[src/rtl/fbu_pkg.sv]
package fbu_pkg;

  typedef enum logic [2:0] {
    DEP_1B  = 3'd0,
    DEP_2B  = 3'd1,
    DEP_4B  = 3'd2,
    DEP_8B  = 3'd3,
    DEP_16B = 3'd4,
    DEP_32B = 3'd5,
    DEP_565 = 3'd6,
    DEP_12B = 3'd7
  } depth_e;

  typedef enum logic [2:0] {
    FMT_INDEX = 3'd0,
    FMT_5551  = 3'd1,
    FMT_565   = 3'd2,
    FMT_444   = 3'd3,
    FMT_888   = 3'd4
  } colfmt_e;

  typedef struct packed {
    depth_e  depth;
    colfmt_e fmt;
    logic    swap_rb;
    logic    rev_pix;
  } fbu_mode_t;

  // log2 of the container width in bits for each depth code
  function automatic logic [2:0] depth_log2(depth_e d);
    case (d)
      DEP_1B:  return 3'd0;
      DEP_2B:  return 3'd1;
      DEP_4B:  return 3'd2;
      DEP_8B:  return 3'd3;
      DEP_32B: return 3'd5;
      default: return 3'd4;
    endcase
  endfunction

  function automatic fbu_mode_t resolve_mode(depth_e d, logic bswap, logic prev,
                                             logic bgr, logic [1:0] mux, logic legacy);
    fbu_mode_t m;
    m.depth   = d;
    m.rev_pix = prev && !bswap && (d <= DEP_4B);
    m.swap_rb = bgr;
    case (d)
      DEP_16B: begin
        if (legacy) begin
          case (mux)
            2'd1:    m.fmt = FMT_5551;
            2'd3: begin
              m.fmt     = FMT_565;
              m.swap_rb = 1'b1;
            end
            default: m.fmt = FMT_565;
          endcase
        end else begin
          m.fmt = FMT_5551;
        end
      end
      DEP_32B: m.fmt = FMT_888;
      DEP_565: m.fmt = FMT_565;
      DEP_12B: m.fmt = FMT_444;
      default: m.fmt = FMT_INDEX;
    endcase
    return m;
  endfunction

endpackage

[src/rtl/fbu_word_stage.sv]
module fbu_word_stage
  import fbu_pkg::*;
#(
  parameter int WORD_W     = 32,
  parameter bit LEGACY_MUX = 1'b1,
  localparam int POS_W     = $clog2(WORD_W),
  localparam int NBYTES    = WORD_W / 8
) (
  input  logic              clk,
  input  logic              rst,
  input  logic              in_valid,
  input  logic [WORD_W-1:0] in_data,
  output logic              in_ready,
  input  logic              line_start,
  input  logic [2:0]        cfg_depth,
  input  logic              cfg_byte_swap,
  input  logic              cfg_pix_rev,
  input  logic              cfg_bgr,
  input  logic [1:0]        mux_sel,
  input  logic              take,
  output logic [WORD_W-1:0] word_q,
  output fbu_mode_t         mode_q,
  output logic [POS_W-1:0]  pos_q,
  output logic              full_q
);

  logic [WORD_W-1:0] swapped;
  logic [POS_W:0]    ppw;
  logic              last;
  logic              accept;

  for (genvar b = 0; b < NBYTES; b++) begin : g_bswap
    assign swapped[8*b +: 8] = cfg_byte_swap ? in_data[8*(NBYTES-1-b) +: 8]
                                             : in_data[8*b +: 8];
  end

  assign ppw      = (POS_W+1)'(WORD_W) >> depth_log2(mode_q.depth);
  assign last     = ({1'b0, pos_q} == (ppw - 1'b1));
  assign in_ready = !line_start && (!full_q || (take && last));
  assign accept   = in_valid && in_ready;

  always_ff @(posedge clk) begin
    if (rst) begin
      full_q <= 1'b0;
      pos_q  <= '0;
      word_q <= '0;
      mode_q <= '0;
    end else if (line_start) begin
      full_q <= 1'b0;
      pos_q  <= '0;
    end else begin
      if (take && full_q) begin
        pos_q <= last ? '0 : pos_q + 1'b1;
        if (last) full_q <= 1'b0;
      end
      if (accept) begin
        word_q <= swapped;
        mode_q <= resolve_mode(depth_e'(cfg_depth), cfg_byte_swap, cfg_pix_rev,
                               cfg_bgr, mux_sel, LEGACY_MUX);
        full_q <= 1'b1;
        pos_q  <= '0;
      end
    end
  end

  // a line start never lets a word in
  a_r11_no_accept_on_line: assert property (@(posedge clk) disable iff (rst)
    line_start |-> !in_ready);

  // the pixel position stays inside the word's pixel count
  a_r2_pos_in_word: assert property (@(posedge clk) disable iff (rst)
    full_q |-> ({1'b0, pos_q} < ppw));

endmodule

[src/rtl/fbu_pixel_extract.sv]
module fbu_pixel_extract
  import fbu_pkg::*;
#(
  parameter int WORD_W = 32,
  localparam int POS_W = $clog2(WORD_W)
) (
  input  logic [WORD_W-1:0] word,
  input  fbu_mode_t         mode,
  input  logic [POS_W-1:0]  pos,
  output logic [23:0]       field
);

  logic [2:0]        lg;
  logic [6:0]        bpp;
  logic [POS_W-1:0]  off_base;
  logic [POS_W-1:0]  rev_mask;
  logic [POS_W-1:0]  off;
  logic [WORD_W-1:0] mask;

  assign lg       = depth_log2(mode.depth);
  assign bpp      = 7'd1 << lg;
  assign off_base = pos << lg;
  assign rev_mask = POS_W'(7'd8 - bpp);
  assign off      = mode.rev_pix ? (off_base ^ rev_mask) : off_base;
  assign mask     = WORD_W'((64'd1 << bpp) - 64'd1);
  assign field    = 24'((word >> off) & mask);

endmodule

[src/rtl/fbu_color_expand.sv]
module fbu_color_expand
  import fbu_pkg::*;
(
  input  logic [23:0] field,
  input  fbu_mode_t   mode,
  output logic        is_index,
  output logic [7:0]  index,
  output logic [23:0] rgb
);

  function automatic logic [7:0] rep5(logic [4:0] x);
    return {x, x[4:2]};
  endfunction

  function automatic logic [7:0] rep6(logic [5:0] x);
    return {x, x[5:4]};
  endfunction

  function automatic logic [7:0] rep4(logic [3:0] x);
    return {x, x};
  endfunction

  logic [7:0] r, g, b;

  always_comb begin
    r = 8'd0;
    g = 8'd0;
    b = 8'd0;
    case (mode.fmt)
      FMT_5551: begin
        r = rep5(field[4:0]);
        g = rep5(field[9:5]);
        b = rep5(field[14:10]);
      end
      FMT_565: begin
        r = rep5(field[4:0]);
        g = rep6(field[10:5]);
        b = rep5(field[15:11]);
      end
      FMT_444: begin
        r = rep4(field[3:0]);
        g = rep4(field[7:4]);
        b = rep4(field[11:8]);
      end
      FMT_888: begin
        r = field[7:0];
        g = field[15:8];
        b = field[23:16];
      end
      default: ;
    endcase
  end

  always_comb begin
    is_index = (mode.fmt == FMT_INDEX);
    index    = is_index ? field[7:0] : 8'd0;
    if (is_index)          rgb = 24'd0;
    else if (mode.swap_rb) rgb = {b, g, r};
    else                   rgb = {r, g, b};
  end

endmodule

[src/rtl/fb_pixel_unpack.sv]
module fb_pixel_unpack
  import fbu_pkg::*;
#(
  parameter int WORD_W     = 32,
  parameter bit LEGACY_MUX = 1'b1,
  localparam int POS_W     = $clog2(WORD_W)
) (
  input  logic              clk,
  input  logic              rst,
  input  logic              in_valid,
  input  logic [WORD_W-1:0] in_data,
  output logic              in_ready,
  input  logic              line_start,
  input  logic [2:0]        cfg_depth,
  input  logic              cfg_byte_swap,
  input  logic              cfg_pix_rev,
  input  logic              cfg_bgr,
  input  logic [1:0]        mux_sel,
  output logic              pix_valid,
  input  logic              pix_ready,
  output logic              pix_is_index,
  output logic [7:0]        pix_index,
  output logic [23:0]       pix_rgb
);

  logic [WORD_W-1:0] word_q;
  fbu_mode_t         mode_q;
  logic [POS_W-1:0]  pos_q;
  logic              full_q;
  logic              adv;
  logic [23:0]       field;
  logic              nx_is_index;
  logic [7:0]        nx_index;
  logic [23:0]       nx_rgb;

  logic              pix_valid_q;
  logic              pix_is_index_q;
  logic [7:0]        pix_index_q;
  logic [23:0]       pix_rgb_q;
  fbu_mode_t         out_mode_q;

  assign adv = !pix_valid_q || pix_ready;

  fbu_word_stage #(.WORD_W(WORD_W), .LEGACY_MUX(LEGACY_MUX)) u_word (
    .clk           (clk),
    .rst           (rst),
    .in_valid      (in_valid),
    .in_data       (in_data),
    .in_ready      (in_ready),
    .line_start    (line_start),
    .cfg_depth     (cfg_depth),
    .cfg_byte_swap (cfg_byte_swap),
    .cfg_pix_rev   (cfg_pix_rev),
    .cfg_bgr       (cfg_bgr),
    .mux_sel       (mux_sel),
    .take          (adv),
    .word_q        (word_q),
    .mode_q        (mode_q),
    .pos_q         (pos_q),
    .full_q        (full_q)
  );

  fbu_pixel_extract #(.WORD_W(WORD_W)) u_extract (
    .word  (word_q),
    .mode  (mode_q),
    .pos   (pos_q),
    .field (field)
  );

  fbu_color_expand u_expand (
    .field    (field),
    .mode     (mode_q),
    .is_index (nx_is_index),
    .index    (nx_index),
    .rgb      (nx_rgb)
  );

  always_ff @(posedge clk) begin
    if (rst) begin
      pix_valid_q    <= 1'b0;
      pix_is_index_q <= 1'b0;
      pix_index_q    <= '0;
      pix_rgb_q      <= '0;
      out_mode_q     <= '0;
    end else if (adv) begin
      pix_valid_q <= full_q && !line_start;
      if (full_q && !line_start) begin
        pix_is_index_q <= nx_is_index;
        pix_index_q    <= nx_index;
        pix_rgb_q      <= nx_rgb;
        out_mode_q     <= mode_q;
      end
    end
  end

  assign pix_valid    = pix_valid_q;
  assign pix_is_index = pix_is_index_q;
  assign pix_index    = pix_index_q;
  assign pix_rgb      = pix_rgb_q;

  // a stalled pixel does not move
  a_r10_hold_stable: assert property (@(posedge clk) disable iff (rst)
    pix_valid_q && !pix_ready |=> pix_valid_q && $stable(pix_rgb_q)
      && $stable(pix_index_q) && $stable(pix_is_index_q));

  // a 1 bpp index never exceeds one bit
  a_r4_index_width: assert property (@(posedge clk) disable iff (rst)
    pix_valid_q && (out_mode_q.depth == DEP_1B) |-> (pix_index_q[7:1] == 7'd0));

  // 5:6:5 channels carry their top bits in the low bits
  a_r7_replicate565: assert property (@(posedge clk) disable iff (rst)
    pix_valid_q && (out_mode_q.fmt == FMT_565) |->
      (pix_rgb_q[18:16] == pix_rgb_q[23:21]) && (pix_rgb_q[2:0] == pix_rgb_q[7:5])
      && (pix_rgb_q[9:8] == pix_rgb_q[15:14]));

endmodule

[config.mk]
export PLATFORM = sky130hd
export DESIGN_NAME = fb_pixel_unpack
export DESIGN_NICKNAME = d
export VERILOG_FILES = /design/src/rtl/fbu_pkg.sv /design/src/rtl/fbu_word_stage.sv /design/src/rtl/fbu_pixel_extract.sv /design/src/rtl/fbu_color_expand.sv /design/src/rtl/fb_pixel_unpack.sv
export SDC_FILE = /design/constraint.sdc
export NUM_CORES = 1
export LEC_CHECK = 0
export BUFFER_PORTS_ARGS = -buffer_cell sky130_fd_sc_hd__buf_2
export CAP_MARGIN = 10
export CORE_ASPECT_RATIO = 1.2
export CORE_MARGIN = 2
export CORE_UTILIZATION = 60
export CTS_CLUSTER_SIZE = 10
export DETAILED_ROUTE_END_ITERATION = 6
export HOLD_SLACK_MARGIN = 0.15
export PLACE_DENSITY = 0.81
export SETUP_SLACK_MARGIN = 0.02
export SKIP_CTS_REPAIR_TIMING = 1
export SLEW_MARGIN = 20
export SYNTH_ARGS = -nofsm -noshare
export SYNTH_HDL_FRONTEND = slang
export SYNTH_SLANG_ARGS = --single-unit
[constraint.sdc]
create_clock -name clk -period 3.9 [get_ports clk]
set_input_delay 0.975 -clock clk [delete_from_list [all_inputs] [get_ports clk]]
set_output_delay 0.975 -clock clk [all_outputs]
set_load 0.01 [all_outputs]
==> impl_results.md, run 1 <==
- Status: completed
- Post-synthesis cell count: 836
- Fin. max-slew vios: 0
- Cells on worst reg2reg path: 14
- Worst-path clk slew: 0.07 ns
- Slowest cell on crit path: dfxtp_4
- Pre-antenna DRT Iters: 5
- Lkg Pwr: 2.92 nW
- Worst hold stages: 2
- Synth Register Bits: 80
- H-tree lvl count: 3
- WHS Endpoint: pix_rgb[3]$_SDFFE_PP0P_
- CP Launch Type: flip-flop
- Maximum vdd drop: 0.249 mV
- Root buf cell: clkbuf_16
- Starting Density: 61.7%
- Remaining antenna violation count: 0
- Finished Cell Area: 7390 um^2
- Synthesis Warnings: 0
- 1st-iter DRT viols: 725
- WP buf/inv: 2
- Total I/O pin count: 80
- Synthesis-to-finish area growth: 13.3%
- Largest net degree at the start of global routing: 73
- CTS sink count: 80
- Layout Skew: 0.00954 ns
- Crit Path Class: flip-flop to primary output
- Asr flop ratio synth: 0%
- GRT overflow: 0
- Chip Width: 99.2 um
- Top area cells in the synthesized netlist: dfxtp_1, mux2i_1, nand2_1
- Synth cell types: 97
- Max incr delay on CP: 0.41 ns
- Worst Path Max Fanout: 11
- DR vias/cell: 6.88
- Endpoints failing setup: 0
- Vias: 7,061
- Post-route minimum period: 3.87 ns
- Most common cell in the synthesized netlist: nand2_1
- Num rows: 41
- Most used DFF post-synth: dfxtp_1
- Number of global-route vias before repair: 6,583
- Dpl cells: 1,009
- Die area: 11,700 um^2
- Mean Syn Cell Area: 7.80 um^2
- CP Cell Sequence: buf_6 > and2b_1 > nand2_1 > ha_2 > xor2_2 > mux2i_1 > a21oi_1 > nor4b_4 > a21boi_2 > nor2_2 > buf_2
- Setup TNS: 0 ns
- Share of cells above drive strength 1: 21.5%
- Placed wire-length estimate: 16.4 mm
- Final Net Count: 942
- Critical path data arrival time: 2.89 ns
- Fmax achieved: 259 MHz
- Top cells by count, synth: nand2_1, nor2_1, dfxtp_1
- GP Congestion: 1.01
- Final Hold Fails: 0
- DRC errors left: 0
- Crit-path leading delay family: simple AND/OR/NAND/NOR gates
- Pwr/cell area: 299 nW/um^2
- CTS tree: done
- Req. time, crit path: 2.92 ns
- Rel. slew slack: 39.7%
- EDFF count, synth: 0
- Clk_lat worst skew: 0.35 ns
- Core area: 10,600 um^2
- Unrepaired setup endpoints after global routing: true
- Syn nets: 885
- Clock buffer depth: 2
- Worst slew pin tran: 0.904 ns
- Biggest area consumer among synthesized cells: dfxtp_1
- Chip height: 118 um
- First-pass GRT wire length: 34.0 mm
- CP Capture Type: primary output
- Max-cap violations: 0
- Post-synth top area share: 24.5%
- Initial antenna violation count: 0
- Port bufs: 79
- Hold Path Origin: pix_rgb[3]$_SDFFE_PP0P_
- Antenna fix cells: 0
- WL final: 21.6 mm
- Overall Global Routing Usage: 35.9%
- R2R Setup Slk: 0.24 ns
- R2R Path End: pix_rgb[15]$_SDFFE_PP0P_
- Hold WC Path Type: flip-flop to flip-flop
- Mean routed wirelength per cell: 21.0 um
- Fin crit share: 99.1%
- Cell area after synthesis: 6520 um^2
- Register area share after synthesis: 24.5%
- Placed cell areas: 6990 um^2
- Worst r2r src: u_word.mode_q[5]$_SDFFE_PP0P_
- Non-Filler Instances: 1,027
- Inserted Clock Buffers: 9
where the power goes:
group          total (mW)  internal [mW]  switching [mW]
Combinational       0.474          0.181           0.292
Clock               0.857          0.452           0.406
Sequential          0.880          0.845          0.0352
tightest hold or removal path, cell delays in order (launching register included):
cell and delay [ns]:
dfxtp_1 0.31, nand2_1 0.05, nand2_1 0.04
cell usage in the layout, fill, tap and decap left out, types with 5 or more instances in the layout:
cell and count:
mux2_2 10, mux2i_1 58, nand3_1 30, mux4_2 6, o211ai_1 20, a21o_1 5
nand4_1 11, inv_1 13, nand2_1 97, clkbuf_16 9, buf_2 79, a21oi_1 55
and3_1 8, a211o_1 6, nand2b_1 8, a211oi_1 35, o21ai_1 8, buf_4 31
nor2b_1 5, a22oi_1 17, nor3_1 13, o21ai_0 34, nor2_1 87, and2_1 6
xor2_1 8, dfxtp_1 78, or3_1 8
final cells by class:
class	instances	area, um^2
clock inverters	7	72.6
well taps	129	161
multi-input cells	674	4610
flip-flops and latches	80	1610
clock buffers	9	225
inverters	16	60.1
repair buffers	112	659
fillers	888	3170
metrics by stage:
| stage | util, % | hold WS, ns | total power [mW] | setup WS [ns] |
|---|---|---|---|---|
| floorplan | - | 0.463 | 1.20 | 0.375 |
| global placement | 66.1 | 0.420 | 1.33 | 0.144 |
| detailed placement | 66.1 | 0.432 | 1.35 | 0.0747 |
| CTS | 68.9 | 0.445 | 2.19 | -0.301 |
| global route | 70.0 | 0.457 | 2.28 | -0.102 |
| finish | 70.0 | 0.444 | 2.21 | 0.0336 |
cell families (layout without fill, tap and decap cells):
kind of cell	after synthesis	in the layout	share of synthesized area (%)
fa+ha+maj	4	4	0.767
xor+xnor	12	12	1.90
mux	74	74	12.7
other cells	1	1	0.0575
buf+inv	83	144	6.23
simple gates	307	307	22.9
compound gates	275	276	30.9
flops	80	80	24.5
metal layers:
layer / track usage, % / vias to the layer above / wire length [um]
met5: 0 / - / 0
li1: - / 3267 / -
met4: 17.4 / 0 / 1060
met2: 61.4 / 423 / 10700
met3: 6.03 / 90 / 1500
met1: 43.1 / 3281 / 8320
worst max path at each step:
stage / from / to / cells past startpoint
after floorplan: u_word.mode_q[7]$_SDFFE_PP0P_ / in_ready / 11
after global placement: u_word.mode_q[5]$_SDFFE_PP0P_ / pix_rgb[15]$_SDFFE_PP0P_ / 14
after detailed placement: u_word.mode_q[5]$_SDFFE_PP0P_ / pix_rgb[15]$_SDFFE_PP0P_ / 13
after CTS: u_word.mode_q[6]$_SDFFE_PP0P_ / in_ready / 11
after global routing: u_word.mode_q[7]$_SDFFE_PP0P_ / in_ready / 10
final: u_word.mode_q[6]$_SDFFE_PP0P_ / in_ready / 11
registers in the layout, summed over array words and instances, names as in the netlist:
register and cells:
u_word.word_q 32, pix_rgb 24, pix_index 8, u_word.mode_q 8
u_word.pos_q 5, pix_is_index 1, pix_valid 1, u_word.full_q 1
No activity file was read; power rests on OpenSTA's default activity.
==> run 2, diff against run 1 <==
--- a/config.mk
+++ b/config.mk
@@ -7,13 +7,13 @@
 export LEC_CHECK = 0
 export BUFFER_PORTS_ARGS = -buffer_cell sky130_fd_sc_hd__buf_2
 export CAP_MARGIN = 10
-export CORE_ASPECT_RATIO = 1.2
+export CORE_ASPECT_RATIO = 1.25
 export CORE_MARGIN = 2
-export CORE_UTILIZATION = 60
+export CORE_UTILIZATION = 50
 export CTS_CLUSTER_SIZE = 10
 export DETAILED_ROUTE_END_ITERATION = 6
 export HOLD_SLACK_MARGIN = 0.15
-export PLACE_DENSITY = 0.81
+export PLACE_DENSITY = 0.69
 export SETUP_SLACK_MARGIN = 0.02
 export SKIP_CTS_REPAIR_TIMING = 1
 export SLEW_MARGIN = 20
==> constraint.sdc (replaced) <==
create_clock -name clk -period 4 [get_ports clk]
set_input_delay 1 -clock clk [delete_from_list [all_inputs] [get_ports clk]]
set_output_delay 1 -clock clk [all_outputs]
set_load 0.01 [all_outputs]
==> impl_results.md, run 2 (same netlist as run 1, synthesis figures left out) <==
- Initial antenna violation count: 0
- Rel. slew slack: 37.2%
- Largest net degree at the start of global routing: 66
- H-tree lvl count: 3
- Maximum vdd drop: 0.217 mV
- Multi-input combinational cell area: 4580 um^2
- Commonest cells after routing, fill and taps aside: nand2_1, nor2_1, buf_2
- Starting Density: 51.3%
- Max-cap violations: 0
- Fmax achieved: 260 MHz
- DR vias/cell: 6.43
- Register area: 1610 um^2
- Share of cells above drive strength 1: 21.3%
- GP Congestion: 1.00
- Final Hold Fails: 0
- CP Launch Type: flip-flop
- Lkg Pwr: 2.94 nW
- Worst Path Max Fanout: 13
- Number of global-route vias before repair: 6,631
- Vias: 6,903
- Clock buffer depth: 2
- GRT overflow: 0
- Pre-antenna DRT Iters: 5
- Antenna fix cells: 0
- Mean routed wirelength per cell: 20.8 um
- Chip height: 132 um
- Req. time, crit path: 4.24 ns
- First-pass GRT wire length: 34.9 mm
- Total I/O pin count: 80
- Core area: 12,700 um^2
- # fillers: 1,178
- Inserted Clock Buffers: 9
- Worst-path clk slew: 0.07 ns
- Non-Filler Instances: 1,073
- Clk_lat worst skew: 0.35 ns
- CTS tree: done
- 1st-iter DRT viols: 587
- Num rows: 46
- Pwr/cell area: 293 nW/um^2
- Crit Path Class: flip-flop to flip-flop
- Remaining antenna violation count: 0
- Placed wire-length estimate: 17.3 mm
- Die area: 14,000 um^2
- Core Util, Final: 58.8%
- Register with the most flip-flops: u_word.word_q
- Worst slew pin tran: 0.942 ns
- Max reg flops: 32
- DRC errors left: 0
- Final Net Count: 949
- Endpoints failing setup: 0
- Commonest non-fill, non-tap cell in the layout: nand2_1
- Port bufs: 79
- WL final: 22.3 mm
- Hold WC Path Type: flip-flop to flip-flop
- Root buf cell: clkbuf_16
- Post-route minimum period: 3.85 ns
- Fin. max-slew vios: 0
- CTS sink count: 80
- Critical path data arrival time: 4.09 ns
- Fin crit share: 96.2%
- Chip Width: 106 um
- Synthesis-to-finish area growth: 14.7%
- Final Power: 2.19 mW
- Status: completed
- Dpl cells: 1,055
- Overall Global Routing Usage: 31.4%
- Layout Skew: 0.00675 ns
- CP Capture Type: flip-flop
run 2: cell count changes in the layout (fill, tap and decap cells not counted), moves of 2 or more:
cell / change
buf_4: +7
a32oi_4: +3
o31ai_4: -2
inv_6: +2
a32oi_2: -3
run 2: worst paths after layout:
check	cells after the start	slack [ns]	end	start
min	2	0.44	pix_rgb[19]$_SDFFE_PP0P_	pix_rgb[19]$_SDFFE_PP0P_
max reg2reg	14	0.15	pix_rgb[15]$_SDFFE_PP0P_	u_word.mode_q[5]$_SDFFE_PP0P_
min reg2reg	2	0.44	pix_rgb[19]$_SDFFE_PP0P_	pix_rgb[19]$_SDFFE_PP0P_
max	14	0.15	pix_rgb[15]$_SDFFE_PP0P_	u_word.mode_q[5]$_SDFFE_PP0P_
run 2: layout make-up:
class | count | area share (%)
Sequential cell | 80 | 21.5
Timing Repair Buffer | 119 | 9.51
Tap cell | 168 | 2.81
Multi-Input combinational cell | 674 | 61.3
Clock inverter | 7 | 1.12
Inverter | 16 | 0.802
Clock buffer | 9 | 3.01
run 2: where the power goes:
group,internal [mW],switching (mW),leakage [nW]
Combinational,0.180,0.281,2.13
Sequential,0.823,0.0351,0.653
Clock,0.497,0.376,0.149
Total,1.50,0.692,2.94
run 2: critical path, cell delays in order (launching register included):
cell and delay [ns]:
dfxtp_1 0.34, buf_4 0.20, nor3_4 0.21, inv_2 0.05, ha_1 0.23, nand2b_1 0.25, a32oi_4 0.36, o221a_4 0.35
mux2i_1 0.13, a221o_1 0.44, a32oi_4 0.35, nor2_1 0.14, o41ai_2 0.46, buf_4 0.18, nand2_1 0.04
run 2: per-layer routing:
layer  global-route usage (%)  wire (um)
met3                     5.01        938
met5                        0          0
met4                     18.2       1270
met2                     54.3      11000
met1                     36.3       9040
run 2: metrics by stage:
step           setup slack (ns)  cell area, um^2  hold slack [ns]  setup TNS (ns)
2_1_floorplan             0.450             6520            0.463               0
3_3_place_gp             0.0774             7090            0.423               0
3_5_place_dp            -0.0472             7090            0.436         -0.0472
4_1_cts                  -0.147             7400            0.444          -0.272
5_1_grt               -0.000109             7480            0.457       -0.000109
6_report                  0.150             7480            0.440               0
